$ cat src/rtl/acc24_pkg.sv
package acc24_pkg;
  localparam logic [7:0] OP_LDA  = 8'h00, OP_LDX  = 8'h04, OP_LDL  = 8'h08;
  localparam logic [7:0] OP_STA  = 8'h0C, OP_STX  = 8'h10, OP_STL  = 8'h14;
  localparam logic [7:0] OP_ADD  = 8'h18, OP_SUB  = 8'h1C, OP_MUL  = 8'h20;
  localparam logic [7:0] OP_COMP = 8'h28, OP_TIX  = 8'h2C, OP_JEQ  = 8'h30;
  localparam logic [7:0] OP_JGT  = 8'h34, OP_JLT  = 8'h38, OP_J    = 8'h3C;
  localparam logic [7:0] OP_AND  = 8'h40, OP_OR   = 8'h44, OP_JSUB = 8'h48;
  localparam logic [7:0] OP_RSUB = 8'h4C, OP_LDCH = 8'h50, OP_STSW = 8'hE8;
  localparam logic [7:0] OP_RD   = 8'hD8, OP_WD   = 8'hDC, OP_TD   = 8'hE0;
  localparam logic [7:0] OP_SIO  = 8'hF0, OP_HIO  = 8'hF4;

  typedef enum logic [1:0] {CC_LT = 2'b00, CC_EQ = 2'b01, CC_GT = 2'b10} cc_t;

  typedef enum logic [2:0] {
    K_WORD, K_BYTE, K_DEV, K_STORE, K_JUMP, K_NOP, K_BAD
  } kind_t;

  typedef enum logic [2:0] {
    S_IFGO, S_IF, S_DEC, S_RD, S_EXEC, S_WR, S_DEV, S_HALT
  } st_t;
endpackage

$ cat src/rtl/acc24_agen.sv
module acc24_agen #(
  parameter int AW = 15
) (
  input  logic [AW-1:0] afield,
  input  logic          idx,
  input  logic [AW-1:0] xlow,
  output logic [AW-1:0] ta
);
  // Indexed addressing wraps inside the address space
  assign ta = afield + (idx ? xlow : '0);
endmodule

$ cat src/rtl/acc24_alu.sv
module acc24_alu
  import acc24_pkg::*;
#(
  parameter int W = 24
) (
  input  logic [7:0]   op,
  input  logic [W-1:0] acc,
  input  logic [W-1:0] xreg,
  input  logic [W-1:0] mword,
  output logic [W-1:0] res,
  output logic [W-1:0] xinc,
  output cc_t          cc
);
  logic [W-1:0] lhs;

  assign xinc = xreg + W'(1);
  assign lhs  = (op == OP_TIX) ? xinc : acc;

  always_comb begin
    case (op)
      OP_ADD:  res = acc + mword;
      OP_SUB:  res = acc - mword;
      OP_MUL:  res = acc * mword;
      OP_AND:  res = acc & mword;
      OP_OR:   res = acc | mword;
      default: res = mword;
    endcase
    if ($signed(lhs) < $signed(mword)) cc = CC_LT;
    else if (lhs == mword)             cc = CC_EQ;
    else                               cc = CC_GT;
  end
endmodule

$ cat src/rtl/acc24_memseq.sv
module acc24_memseq #(
  parameter int AW = 15,
  parameter int W  = 24,
  parameter int BW = 8,
  localparam int NB = W / BW,
  localparam int CW = $clog2(NB + 1)
) (
  input  logic          clk,
  input  logic          rst_n,
  input  logic          start_rd,
  input  logic          start_wr,
  input  logic [AW-1:0] base,
  input  logic [CW-1:0] nbytes,
  input  logic [W-1:0]  wword,
  output logic [AW-1:0] mem_addr,
  output logic          mem_rd_en,
  output logic          mem_wr_en,
  output logic [BW-1:0] mem_wdata,
  input  logic [BW-1:0] mem_rdata,
  output logic          done,
  output logic [W-1:0]  word
);
  logic          busy_q, wr_q, pend_q, issue;
  logic [CW-1:0] cnt_q, rcv_q, nb_q;
  logic [AW-1:0] base_q;
  logic [W-1:0]  sh_q;

  assign issue     = busy_q && (cnt_q != nb_q);
  assign mem_rd_en = issue && !wr_q;
  assign mem_wr_en = issue && wr_q;
  assign mem_addr  = base_q + AW'(cnt_q);
  assign mem_wdata = sh_q[W-1 -: BW];
  assign done      = busy_q && (wr_q ? (cnt_q == nb_q) : (rcv_q == nb_q));
  assign word      = sh_q;

  always_ff @(posedge clk) begin
    if (!rst_n) begin
      busy_q <= 1'b0; wr_q <= 1'b0; pend_q <= 1'b0;
      cnt_q <= '0; rcv_q <= '0; nb_q <= '0; base_q <= '0; sh_q <= '0;
    end else begin
      pend_q <= mem_rd_en;
      if (!busy_q && (start_rd || start_wr)) begin
        busy_q <= 1'b1;
        wr_q   <= start_wr;
        base_q <= base;
        nb_q   <= nbytes;
        cnt_q  <= '0;
        rcv_q  <= '0;
        sh_q   <= start_wr ? wword : '0;
      end else if (busy_q) begin
        if (issue)     cnt_q <= cnt_q + CW'(1);
        if (mem_wr_en) sh_q  <= sh_q << BW;
        if (pend_q) begin
          sh_q  <= {sh_q[W-BW-1:0], mem_rdata};
          rcv_q <= rcv_q + CW'(1);
        end
        if (done) busy_q <= 1'b0;
      end
    end
  end
endmodule

$ cat src/rtl/acc24_core.sv
module acc24_core
  import acc24_pkg::*;
#(
  parameter int AW = 15,
  parameter int W  = 24,
  parameter int BW = 8
) (
  input  logic          clk,
  input  logic          rst_n,
  output logic [AW-1:0] mem_addr,
  output logic          mem_rd_en,
  output logic          mem_wr_en,
  output logic [BW-1:0] mem_wdata,
  input  logic [BW-1:0] mem_rdata,
  output logic [BW-1:0] dev_id,
  input  logic          dev_ready,
  input  logic          dev_rx_valid,
  input  logic [BW-1:0] dev_rx_data,
  output logic          dev_rx_ready,
  output logic          dev_tx_valid,
  output logic [BW-1:0] dev_tx_data,
  input  logic          dev_tx_ready,
  output logic          halt
);
  localparam int NB = W / BW;
  localparam int CW = $clog2(NB + 1);

  st_t           st_q;
  cc_t           cc_q, alu_cc;
  kind_t         kind;
  logic [W-1:0]  a_q, x_q, l_q, ir_q, opnd_q, sw, alu_res, xinc, store_val, seq_word;
  logic [AW-1:0] pc_q, pc_next, ta, seq_base;
  logic [7:0]    opc;
  logic          seq_start_rd, seq_start_wr, seq_done, taken;
  logic [CW-1:0] seq_nb;

  assign opc     = ir_q[W-1 -: 8];
  assign pc_next = pc_q + AW'(NB);
  assign sw      = {{(W-8){1'b0}}, cc_q, 6'b0};

  acc24_agen #(.AW(AW)) u_agen (
    .afield(ir_q[AW-1:0]), .idx(ir_q[AW]), .xlow(x_q[AW-1:0]), .ta(ta)
  );

  acc24_alu #(.W(W)) u_alu (
    .op(opc), .acc(a_q), .xreg(x_q), .mword(opnd_q),
    .res(alu_res), .xinc(xinc), .cc(alu_cc)
  );

  always_comb begin
    case (opc)
      OP_LDA, OP_LDX, OP_LDL, OP_ADD, OP_SUB, OP_MUL,
      OP_AND, OP_OR, OP_COMP, OP_TIX:           kind = K_WORD;
      OP_LDCH:                                  kind = K_BYTE;
      OP_TD, OP_RD, OP_WD:                      kind = K_DEV;
      OP_STA, OP_STX, OP_STL, OP_STSW:          kind = K_STORE;
      OP_J, OP_JEQ, OP_JGT, OP_JLT,
      OP_JSUB, OP_RSUB:                         kind = K_JUMP;
      OP_SIO, OP_HIO:                           kind = K_NOP;
      default:                                  kind = K_BAD;
    endcase
    case (opc)
      OP_STX:  store_val = x_q;
      OP_STL:  store_val = l_q;
      OP_STSW: store_val = sw;
      default: store_val = a_q;
    endcase
    case (opc)
      OP_JLT:  taken = (cc_q == CC_LT);
      OP_JEQ:  taken = (cc_q == CC_EQ);
      OP_JGT:  taken = (cc_q == CC_GT);
      default: taken = 1'b1;
    endcase
  end

  assign seq_start_rd = (st_q == S_IFGO) ||
                        (st_q == S_DEC && (kind == K_WORD || kind == K_BYTE || kind == K_DEV));
  assign seq_start_wr = (st_q == S_DEC) && (kind == K_STORE);
  assign seq_base     = (st_q == S_IFGO) ? pc_q : ta;
  assign seq_nb       = (st_q == S_IFGO || kind == K_WORD || kind == K_STORE) ? CW'(NB) : CW'(1);

  acc24_memseq #(.AW(AW), .W(W), .BW(BW)) u_seq (
    .clk(clk), .rst_n(rst_n), .start_rd(seq_start_rd), .start_wr(seq_start_wr),
    .base(seq_base), .nbytes(seq_nb), .wword(store_val),
    .mem_addr(mem_addr), .mem_rd_en(mem_rd_en), .mem_wr_en(mem_wr_en),
    .mem_wdata(mem_wdata), .mem_rdata(mem_rdata), .done(seq_done), .word(seq_word)
  );

  assign dev_id       = opnd_q[BW-1:0];
  assign dev_rx_ready = (st_q == S_DEV) && (opc == OP_RD);
  assign dev_tx_valid = (st_q == S_DEV) && (opc == OP_WD);
  assign dev_tx_data  = a_q[BW-1:0];
  assign halt         = (st_q == S_HALT);

  always_ff @(posedge clk) begin
    if (!rst_n) begin
      st_q <= S_IFGO; cc_q <= CC_LT; pc_q <= '0;
      a_q <= '0; x_q <= '0; l_q <= '0; ir_q <= '0; opnd_q <= '0;
    end else begin
      case (st_q)
        S_IFGO: st_q <= S_IF;
        S_IF: if (seq_done) begin
          ir_q <= seq_word;
          st_q <= S_DEC;
        end
        S_DEC: begin
          pc_q <= pc_next;
          case (kind)
            K_WORD, K_BYTE, K_DEV: st_q <= S_RD;
            K_STORE:               st_q <= S_WR;
            K_JUMP: begin
              if (opc == OP_JSUB) l_q <= W'(pc_next);
              if (opc == OP_RSUB) pc_q <= l_q[AW-1:0];
              else if (taken)     pc_q <= ta;
              st_q <= S_IFGO;
            end
            K_NOP:   st_q <= S_IFGO;
            default: st_q <= S_HALT;
          endcase
        end
        S_RD: if (seq_done) begin
          opnd_q <= seq_word;
          st_q   <= (kind == K_DEV) ? S_DEV : S_EXEC;
        end
        S_EXEC: begin
          case (opc)
            OP_LDX:  x_q <= opnd_q;
            OP_LDL:  l_q <= opnd_q;
            OP_COMP: cc_q <= alu_cc;
            OP_TIX:  begin x_q <= xinc; cc_q <= alu_cc; end
            OP_LDCH: a_q[BW-1:0] <= opnd_q[BW-1:0];
            default: a_q <= alu_res;
          endcase
          st_q <= S_IFGO;
        end
        S_WR: if (seq_done) st_q <= S_IFGO;
        S_DEV: begin
          if (opc == OP_TD) begin
            cc_q <= dev_ready ? CC_LT : CC_EQ;
            st_q <= S_IFGO;
          end else if (opc == OP_RD) begin
            if (dev_rx_valid) begin
              a_q[BW-1:0] <= dev_rx_data;
              st_q <= S_IFGO;
            end
          end else if (dev_tx_ready) begin
            st_q <= S_IFGO;
          end
        end
        default: st_q <= S_HALT;
      endcase
    end
  end
endmodule

$ cat config.mk
export PLATFORM = sky130hd
export DESIGN_NAME = acc24_core
export DESIGN_NICKNAME = d
export VERILOG_FILES = /design/src/rtl/acc24_pkg.sv /design/src/rtl/acc24_agen.sv /design/src/rtl/acc24_alu.sv /design/src/rtl/acc24_memseq.sv /design/src/rtl/acc24_core.sv
export SDC_FILE = /design/constraint.sdc
export NUM_CORES = 1
export LEC_CHECK = 0
export BUFFER_PORTS_ARGS = -buffer_cell sky130_fd_sc_hd__buf_4
export CAP_MARGIN = 20
export CORE_MARGIN = 2
export CORE_UTILIZATION = 45
export CTS_CLUSTER_SIZE = 24
export DETAILED_ROUTE_END_ITERATION = 8
export SLEW_MARGIN = 20
export SYNTH_ARGS = -nofsm -noshare
export SYNTH_HDL_FRONTEND = slang
export SYNTH_SLANG_ARGS = --single-unit
export TNS_END_PERCENT = 50
$ cat constraint.sdc
create_clock -name clk -period 17.8 [get_ports clk]
set_input_delay 0 -clock clk [delete_from_list [all_inputs] [get_ports clk]]
set_output_delay 0 -clock clk [all_outputs]
set_load 0.02 [all_outputs]
* Word level (Yosys, flattened, before mapping) *
Index checks and enable logic that the tools add are counted.

operators by class
  shifts and indexed selects = 0
  divide/modulo/power cells = 0
  magnitude comparators = 1
  $add $sub $neg = 8
  multipliers = 1
  reductions and logical operators = 48
  bitwise logic cells = 4
  mux-type cells = 46
  eq/ne operators = 57

operators by type and width
  kind                                                             number
  24-bit two-way mux                                               9
  24-bit one-hot mux with 5 select lines                           1
  24-bit one-hot mux with 2 select lines                           2
  15-bit two-way mux                                               5
  24-bit one-hot mux with 3 select lines                           1
  8-bit by 6-bit == test with 1-bit output, second input constant  7
  8-bit == test, second input constant                             6
  8-bit by 7-bit == test with 1-bit output, second input constant  5
  8-bit by 5-bit == test with 1-bit output, second input constant  4
  8-bit one-hot mux with 2 select lines                            2
  24-bit by 1-bit adder with 24-bit output, second input constant  1
  24-bit adder                                                     1
  24-bit bitwise AND                                               1
  24-bit == test                                                   1
  24-bit < comparator                                              1
  24-bit by 24-bit multiplier with 24-bit output                   1
  8-bit two-way mux                                                3
  24-bit bitwise OR                                                1
  24-bit subtractor                                                1
  3-bit two-way mux                                                7
  3-bit one-hot mux with 7 select lines                            1
  3-bit == test, second input constant                             6
  3-bit one-hot mux with 6 select lines                            1
  8-bit by 4-bit == test with 1-bit output, second input constant  2
  39 further kinds                                                 95

word-level totals
  latch bits = 0
  word-level logic and storage cells = 182
  memories = 0
  output and inout bits = 44
  ROM bits = 0
  bits of input ports = 21
  bits in writable memories = 0
  flip-flop bits (word level) = 188

* Logic depth before layout (Yosys ltp) *
Gate-level depths: netlist (run 1).

  depth after elaboration = 12
  depth in mapped cells = 29

* Cells and area by module *
From an unflattened synthesis (run 1), not the netlist that was laid out.

unflattened totals
  cells, all modules = 2940
  area total of the unflattened synthesis = 24005.5 um2

by module, submodules not included
  module        times used  sequential area each (um2)  area each (um2)  cells an instance
  acc24_alu     1           0.0                         12717.2          1582
  acc24_core    1           2802.7                      7887.6           966
  acc24_memseq  1           960.9                       2623.8           292
  acc24_agen    1           0.0                         777.0            100

* Worst setup path before layout (run 1) *
No wires, ideal clock.

  path kind = register -> register
  start = reg opnd_q[0]
  end = reg a_q[23]
  arrival = 6.514 ns
  path buffers = 2
  path slack = 11.171 ns
  cell stages (with the launch flop) = 27
  period minus slack after synthesis = 6.629 ns
  cells stage by stage = dfxtp_1 clkbuf_1 clkbuf_1 nand2_1 fa_1 inv_1 fa_1 inv_1 fa_1 inv_1 ha_1 fa_1 fa_1 inv_1 fa_1 inv_1 ha_1 a21o_1 a211oi_1 nor2b_1 a211oi_1 o21ai_0 a21oi_1 xnor2_1 a21oi_2 a21oi_1 o21a_1

on the way
  cells in the longest elaborated chain, start to end = 2
  elaborated cells between the ends (all ways) = 4
  classes of those cells = add/sub: 2; mul: 1; mux: 1

RTL lines
  item                                                                    line               RTL
  start: declaration                                                      acc24_core.sv:31   logic [W-1:0] a_q, x_q, l_q, ir_q, opnd_q, sw, alu_res, xinc, store_val, seq_word;
  start signal: assignment                                                acc24_core.sv:122  opnd_q <= seq_word;
  24-bit by 24-bit multiplier with 24-bit output (tied with other cells)  acc24_alu.sv:23    OP_MUL: res = acc * mword;
  24-bit one-hot mux with 5 select lines (*)                              acc24_alu.sv:20    case (op)
  end signal: indexed assignment                                          acc24_core.sv:131  OP_LDCH: a_q[BW-1:0] <= opnd_q[BW-1:0];
  end signal: assignment                                                  acc24_core.sv:132  default: a_q <= alu_res;
  end signal: indexed assignment                                          acc24_core.sv:143  a_q[BW-1:0] <= dev_rx_data;
  end: declaration                                                        acc24_core.sv:31

Every way passes the cells marked *; elsewhere a longest branch is shown, timed or not.
A chain may end at the register's enable or synchronous reset.

* Worst setup path after layout (run 1) *
  start = reg a_q[11]
  end = reg a_q[23]

on the way
  cells in the longest elaborated chain, start to end = 2
  elaborated cells between the ends (all ways) = 4
  classes of those cells = add/sub: 2; mul: 1; mux: 1

RTL lines
  item                                                                    line
  24-bit by 24-bit multiplier with 24-bit output (tied with other cells)  acc24_alu.sv:23
  24-bit one-hot mux with 5 select lines (*)                              acc24_alu.sv:20

Marked as above.

==> reports/results.ini, run 1 <==
[status]
outcome=finished clean

[critical_path]
critPathCaptureType=flip-flop
slowest_delay_ns=0.86
critPathMaxFanout=10
cp_common_cell=fa_1
cp_num_buf_inv=5
cpMaxStageDelayCell=dfxtp_1
crit_arrival_ns=8.30
cp_cell_sequence=clkinv_1 > nor2_1 > fa_1 > inv_1 > fa_1 > fa_1 > fa_1 > inv_1 > ha_1 > fa_1 > inv_1 > fa_1 > inv_1 > ha_1 > o21ai_0 > nor3_1 > nor2b_1 > a211oi_1 > o21ai_0 > a21oi_1 > xnor2_1 > a21oi_2 > a21oi_1 > o21a_1
worst-setup-path-type=flip-flop to flip-flop
path_delay_family=adder cells
critPathLaunchType=flip-flop
crit_required_ns=18.17

[floorplan]
dieHeight_um=231
coreArea_um2=51100
io_pins=65
num_rows=83
start_util_pct=45.3
die_w_um=231
die_area_um2=53300

[power]
irDropWorstVdd_uv=51.5
powerDensity_nw_per_um2=40.2
p_leak_uw=0.0107

[finish]
instances_no_fill=3584
fin_nets=3279
area_growth_pct=6.37
layout_common_cells=443 x nand2_1, 337 x inv_1, 216 x fa_1
antenna_cells=0
nFillCells=5148
layout.cells.most_common=nand2_1
drive_above_1_share_pct=5.92

[clock_network]
ctsRootBufferMaster=clkbuf_16
clk_latency_ns=0.47
cts_sinks=188
postCtsHoldBufs=16
cts_tree=done
cts_setup_buffers=0
clockBufferDepth=2
htree_num_levels=4
cts-buffers-inserted=17
clk_pin_slew_ns=0.08
cts.repair.resized=0

[place]
portBuffers=64
dp_hpwl_um=59200
place.gp.congestion=0.954
placed_cells=3536

[sta]
skew_ns=0.00954
min_period_over_period_pct=44.6
timing.fmax_mhz=126
finalSetupViolCount=0
maxSlewViolCount=0
max_slew_margin_pct=29.8
worst_slew_pin_slew_ns=1.04
setup_tns_ns=0
holdWs_ns=0.0230
rsz0062_at_grt=false
final_hold_viol_count=0
period_needed_ns=7.93

[yosys]
syn_nets=3355
ys_types=79
seq_area_frac_synth_pct=16.2
synth_area_leaders=fa_1 19%, dfxtp_1 16%, ha_1 8.2%, nand2_1 7.2%, and2_1 5.5%
syn_area_per_cell_um2=7.81
ys_warn_count=0
yosysTopAreaCellShare_pct=18.7
synth_flop_cell=dfxtp_1
syn_inst=2967
yosys.area.top_type=fa_1
async_flop_share_pct=0
synthesis.area_um2=23200
ys_seq_elements=188
synth-edff-count=0

[drt]
vias_per_cell=5.86
drc=0
vias=21000
ant_nets=0
wl_per_cell_um=22.1
drt-pass1-iter-count=6
wirelength_um=79300
drt_iter0_drc=2257

[grt]
grt_usage_pct=30.0
grt_pass1_wl_um=123000
antenna_found_initial=2
grt_pass1_vias=20900
grt_remaining_overflow=0
grt_max_degree=70

[min_path]
min_path_type=input port to flip-flop

[job]
max_cap_viol_count=0

## cell usage after synthesis, types with 13 or more instances
| cell type | number |
|---|---|
| mux2i_1 | 16 |
| nand4_1 | 13 |
| nand2b_1 | 22 |
| ha_1 | 151 |
| nor2b_1 | 43 |
| nand2_1 | 445 |
| a21o_1 | 29 |
| o211ai_1 | 51 |
| dfxtp_1 | 188 |
| o211a_1 | 34 |
| inv_1 | 337 |
| a31oi_1 | 19 |
| a22oi_1 | 24 |
| clkbuf_1 | 183 |
| o21ai_0 | 140 |
| xnor2_1 | 122 |
| and2_1 | 203 |
| o21a_1 | 22 |
| xor2_1 | 42 |
| nor2_1 | 152 |
| fa_1 | 216 |
| and3_1 | 19 |
| nand3_1 | 40 |
| a21oi_1 | 120 |
| a221oi_1 | 27 |
| a21boi_0 | 66 |
| buf_4 | 24 |
| a222oi_1 | 24 |
| nor3_1 | 32 |
## power breakdown
| group | internal (µW) | switching (µW) |
|---|---|---|
| Combinational | 65.2 | 92.5 |
| Sequential | 437 | 25.7 |
| Clock | 184 | 187 |
| Total | 686 | 305 |
## sequential cells by signal (all words and copies together), names as in the netlist
register,count
u_seq.word,24
ir_q,24
u_seq.cnt_q,2
pc_q,15
a_q,24
l_q,24
u_seq.wr_q,1
u_seq.nb_q,2
u_seq.pend_q,1
st_q,3
opnd_q,24
u_seq.base_q,15
cc_q,2
u_seq.busy_q,1
u_seq.rcv_q,2
x_q,24
## cell families after synthesis
family                     count (synthesis)  share of synthesized area (%)
adders and majority gates                367                           26.8
DFF                                      188                           16.2
muxes                                     18                          0.789
xor gates and xnor gates                 166                           6.42
and+or+nand+nor                         1016                           20.9
AOI/OAI and AO/OA                        652                           19.3
buffers and inverters                    560                           9.52
## routing by layer
layer  global-route usage (%)  up-vias  share of wire (%)
li1                         -     9624                  -
met1                     39.5    10300                 42
met2                     50.0      920                 47
met3                     3.38      177                6.9
met4                     12.4        2                3.8
met5                        0        -              0.014
## cell type report
class                      count  area, µm²  share of cell area (%)
multi-input combinational   2219      17200                    69.9
tap                          680        851                    3.45
inverter                     339       1270                    5.16
clock inverter                12       88.8                   0.361
sequential                   188       3770                    15.3
clock buffer                  20        447                    1.81
timing repair buffer         126        986                    4.00
## worst min-delay path: cells and delay by family
family / cells / cell delay, ns
buf+inv: 1 / 0.07
compound gates: 2 / 0.17
mux: 1 / 0.13
simple gates: 1 / 0.07
## worst paths after layout
kind / startpoint / end / slack (ns) / cells past startpoint
max: a_q[11] / a_q[23] / 9.87 / 24
max reg2reg: a_q[11] / a_q[23] / 9.87 / 24
min reg2reg: ir_q[9] / ir_q[9] / 0.48 / 2
min: dev_tx_ready / st_q[2] / 0.02 / 5
## through the flow
stage | utilization, % | instance area, µm² | setup slack (ns) | total power (µW)
2_1_floorplan | - | 23200 | 11.17 | 574
3_3_place_gp | 46.9 | 23900 | 10.14 | 623
3_5_place_dp | 46.9 | 23900 | 9.97 | 625
4_1_cts | 48.2 | 24600 | 9.95 | 994
5_1_grt | 48.2 | 24600 | 9.50 | 1030
6_report | 48.2 | 24600 | 9.87 | 991
(Power assumes the default switching activity.)
==> run 2: changes to the inputs <==
clock period = 6.65 ns   (was 17.8 ns; I/O delays follow)
==> run 2 against run 1 <==
Net effect:
- final cell count rose by 2.3%
- design area rose by 3.4%
- register-to-register slack got worse by 9.7 ns
- die area did not move
- largest cell class unchanged
- combinational power rose to 2.7 times the previous value
- non-clock buffer count rose by 82
- clock power rose to 2.9 times the previous value
==> reports/results.ini, run 2 (synthesis results as in run 1) <==
[clock_network]
cts_tree=done
clk_latency_ns=0.47
clockBufferDepth=2
cts-buffers-inserted=17
clk_pin_slew_ns=0.08
cts_sinks=188
ctsRootBufferMaster=clkbuf_16
htree_num_levels=4

[power]
p_comb_share_pct=15.5
p_leak_uw=0.0112
clockPowerShare_pct=39.5
seqPwrFrac_pct=45.1
irDropWorstVdd_uv=133
switching_power_uw=840
switching_share_pct=30.6
powerDensity_nw_per_um2=108
cell_internal_pwr_uw=1910

[sta]
setup_tns_ns=0
min_period_over_period_pct=96.7
period_needed_ns=6.43
skew_ns=0.0139
finalSetupViolCount=0
timing.fmax_mhz=155
maxSlewViolCount=0
fin_ws_ns=0.218
final_hold_viol_count=0
max_slew_margin_pct=23.9
worst_slew_pin_slew_ns=1.14

[floorplan]
num_rows=83
io_pins=65
coreArea_um2=51100
die_w_um=231
dieHeight_um=231
die_area_um2=53300
start_util_pct=45.3

[critical_path]
critPathCaptureType=flip-flop
rr_worst_depth=23
cpMaxStageDelayCell=fa_1
critPathLaunchType=flip-flop
crit_required_ns=7.05
reg2reg_slack_ns=0.22
crit_start=a_q[3]
worst-setup-path-type=flip-flop to flip-flop
r2r-end=a_q[22]
slowest_delay_ns=0.54
crit_arrival_ns=6.83
crit_path_end=a_q[22]
critPathMaxFanout=11
reg2reg_from=a_q[3]
cp_common_cell=fa_1
cp_cell_sequence=buf_4 > and2_1 > fa_1 > fa_1 > inv_1 > fa_1 > fa_1 > inv_1 > fa_1 > fa_1 > inv_1 > fa_1 > inv_1 > ha_1 > o21ai_1 > buf_4 > a21oi_1 > o21ai_1 > buf_4 > o21ai_0 > mux2i_1 > a211oi_1 > a21oi_1

[drt]
drt-pass1-iter-count=6
drc=0
vias_per_cell=5.79
wl_per_cell_um=21.9
wirelength_um=80200
vias=21200
ant_nets=0
drt_iter0_drc=2257

[grt]
grt_usage_pct=30.5
grt_remaining_overflow=0
antenna_found_initial=1
grt_pass1_vias=21300
grt_max_degree=73
grt_pass1_wl_um=125000

[finish]
antenna_cells=0
drive_above_1_share_pct=9.54
layout.cells.most_common=nand2_1
fin_nets=3361
layout_common_cells=443 x nand2_1, 337 x inv_1, 216 x fa_1
area_growth_pct=10.0

[place]
place_ws_ns=-0.156
place.gp.congestion=0.955
portBuffers=64
dp_hpwl_um=63100

[job]
max_cap_viol_count=0

[min_path]
min_path_type=input port to flip-flop

[status]
outcome=finished clean

[run 2: cell count changes in the layout (fill, tap and decap cells not counted), moves of 4 or more]
cell,before,now
dfxtp_1,186,170
dfxtp_2,2,17
a21oi_1,120,116
buf_12,0,4
buf_4,110,184
buf_6,0,4
[run 2: critical path: cells and delay by family (launching register included)]
family | cells | cell delay, ns
mux | 1 | 0.36
simple gates | 1 | 0.19
fa+ha+maj | 8 | 3.50
flops | 1 | 0.44
buf+inv | 7 | 0.83
compound gates | 6 | 1.04
[run 2: area by class of cell]
| class | instances | area, µm² |
|---|---|---|
| fillers | 5062 | 25600 |
| multi-input cells | 2219 | 17300 |
| repair buffers | 208 | 1680 |
| well taps | 680 | 851 |
| clock inverters | 15 | 164 |
| flip-flops and latches | 188 | 3790 |
| clock buffers | 17 | 425 |
| inverters | 339 | 1270 |
[run 2: worst min-delay path by stage]
| stage | from | depth (start not counted) | to |
|---|---|---|---|
| 2_1_floorplan | dev_rx_data[0] | 4 | a_q[0] |
| 3_3_place_gp | dev_rx_data[0] | 5 | a_q[0] |
| 3_5_place_dp | dev_rx_data[0] | 5 | a_q[0] |
| 4_1_cts | dev_rx_data[2] | 5 | a_q[2] |
| 5_1_grt | dev_rx_data[2] | 5 | a_q[2] |
| 6_report | dev_rx_data[2] | 5 | a_q[2] |
[run 2: stage by stage]
step                      total power (µW)  hold slack (ns)  utilization, %  cells  instance area, µm²
after detailed placement              1680            0.387            48.1   3617               24600
after CTS                             2750          0.00824            49.6   3664               25300
final                                 2750           0.0206            49.9   3666               25500
after global routing                  2840           0.0227            49.9   3666               25500
after global placement                1670            0.376            48.1   3617               24600
after floorplan                       1540            0.262               -   2967               23200
[run 2: power groups by stage]
| stage | logic [µW] | registers, µW | clock network, µW |
|---|---|---|---|
| 5_1_grt | 460 | 1240 | 1140 |
| 4_1_cts | 422 | 1240 | 1090 |
| 6_report | 424 | 1240 | 1080 |
| 3_3_place_gp | 406 | 1260 | 0 |
| 2_1_floorplan | 309 | 1230 | 0 |
| 3_5_place_dp | 413 | 1260 | 0 |
[run 2: layer usage]
| metal | global-route usage (%) | up-vias | routed length, µm |
|---|---|---|---|
| met5 | 0 | - | 13 |
| met1 | 39.7 | 10400 | 33800 |
| li1 | - | 9790 | - |
| met4 | 11.9 | 2 | 3300 |
| met3 | 4.73 | 171 | 5580 |
| met2 | 50.6 | 840 | 37500 |
[run 2: repair_timing]
item	CTS	global route
setup endpoints to repair	1	10
cloned	0	1
hold buffers	15	0
pin swaps	0	8
resized for setup	3	42
hold endpoints to repair	15	0
buffers inserted	0	0
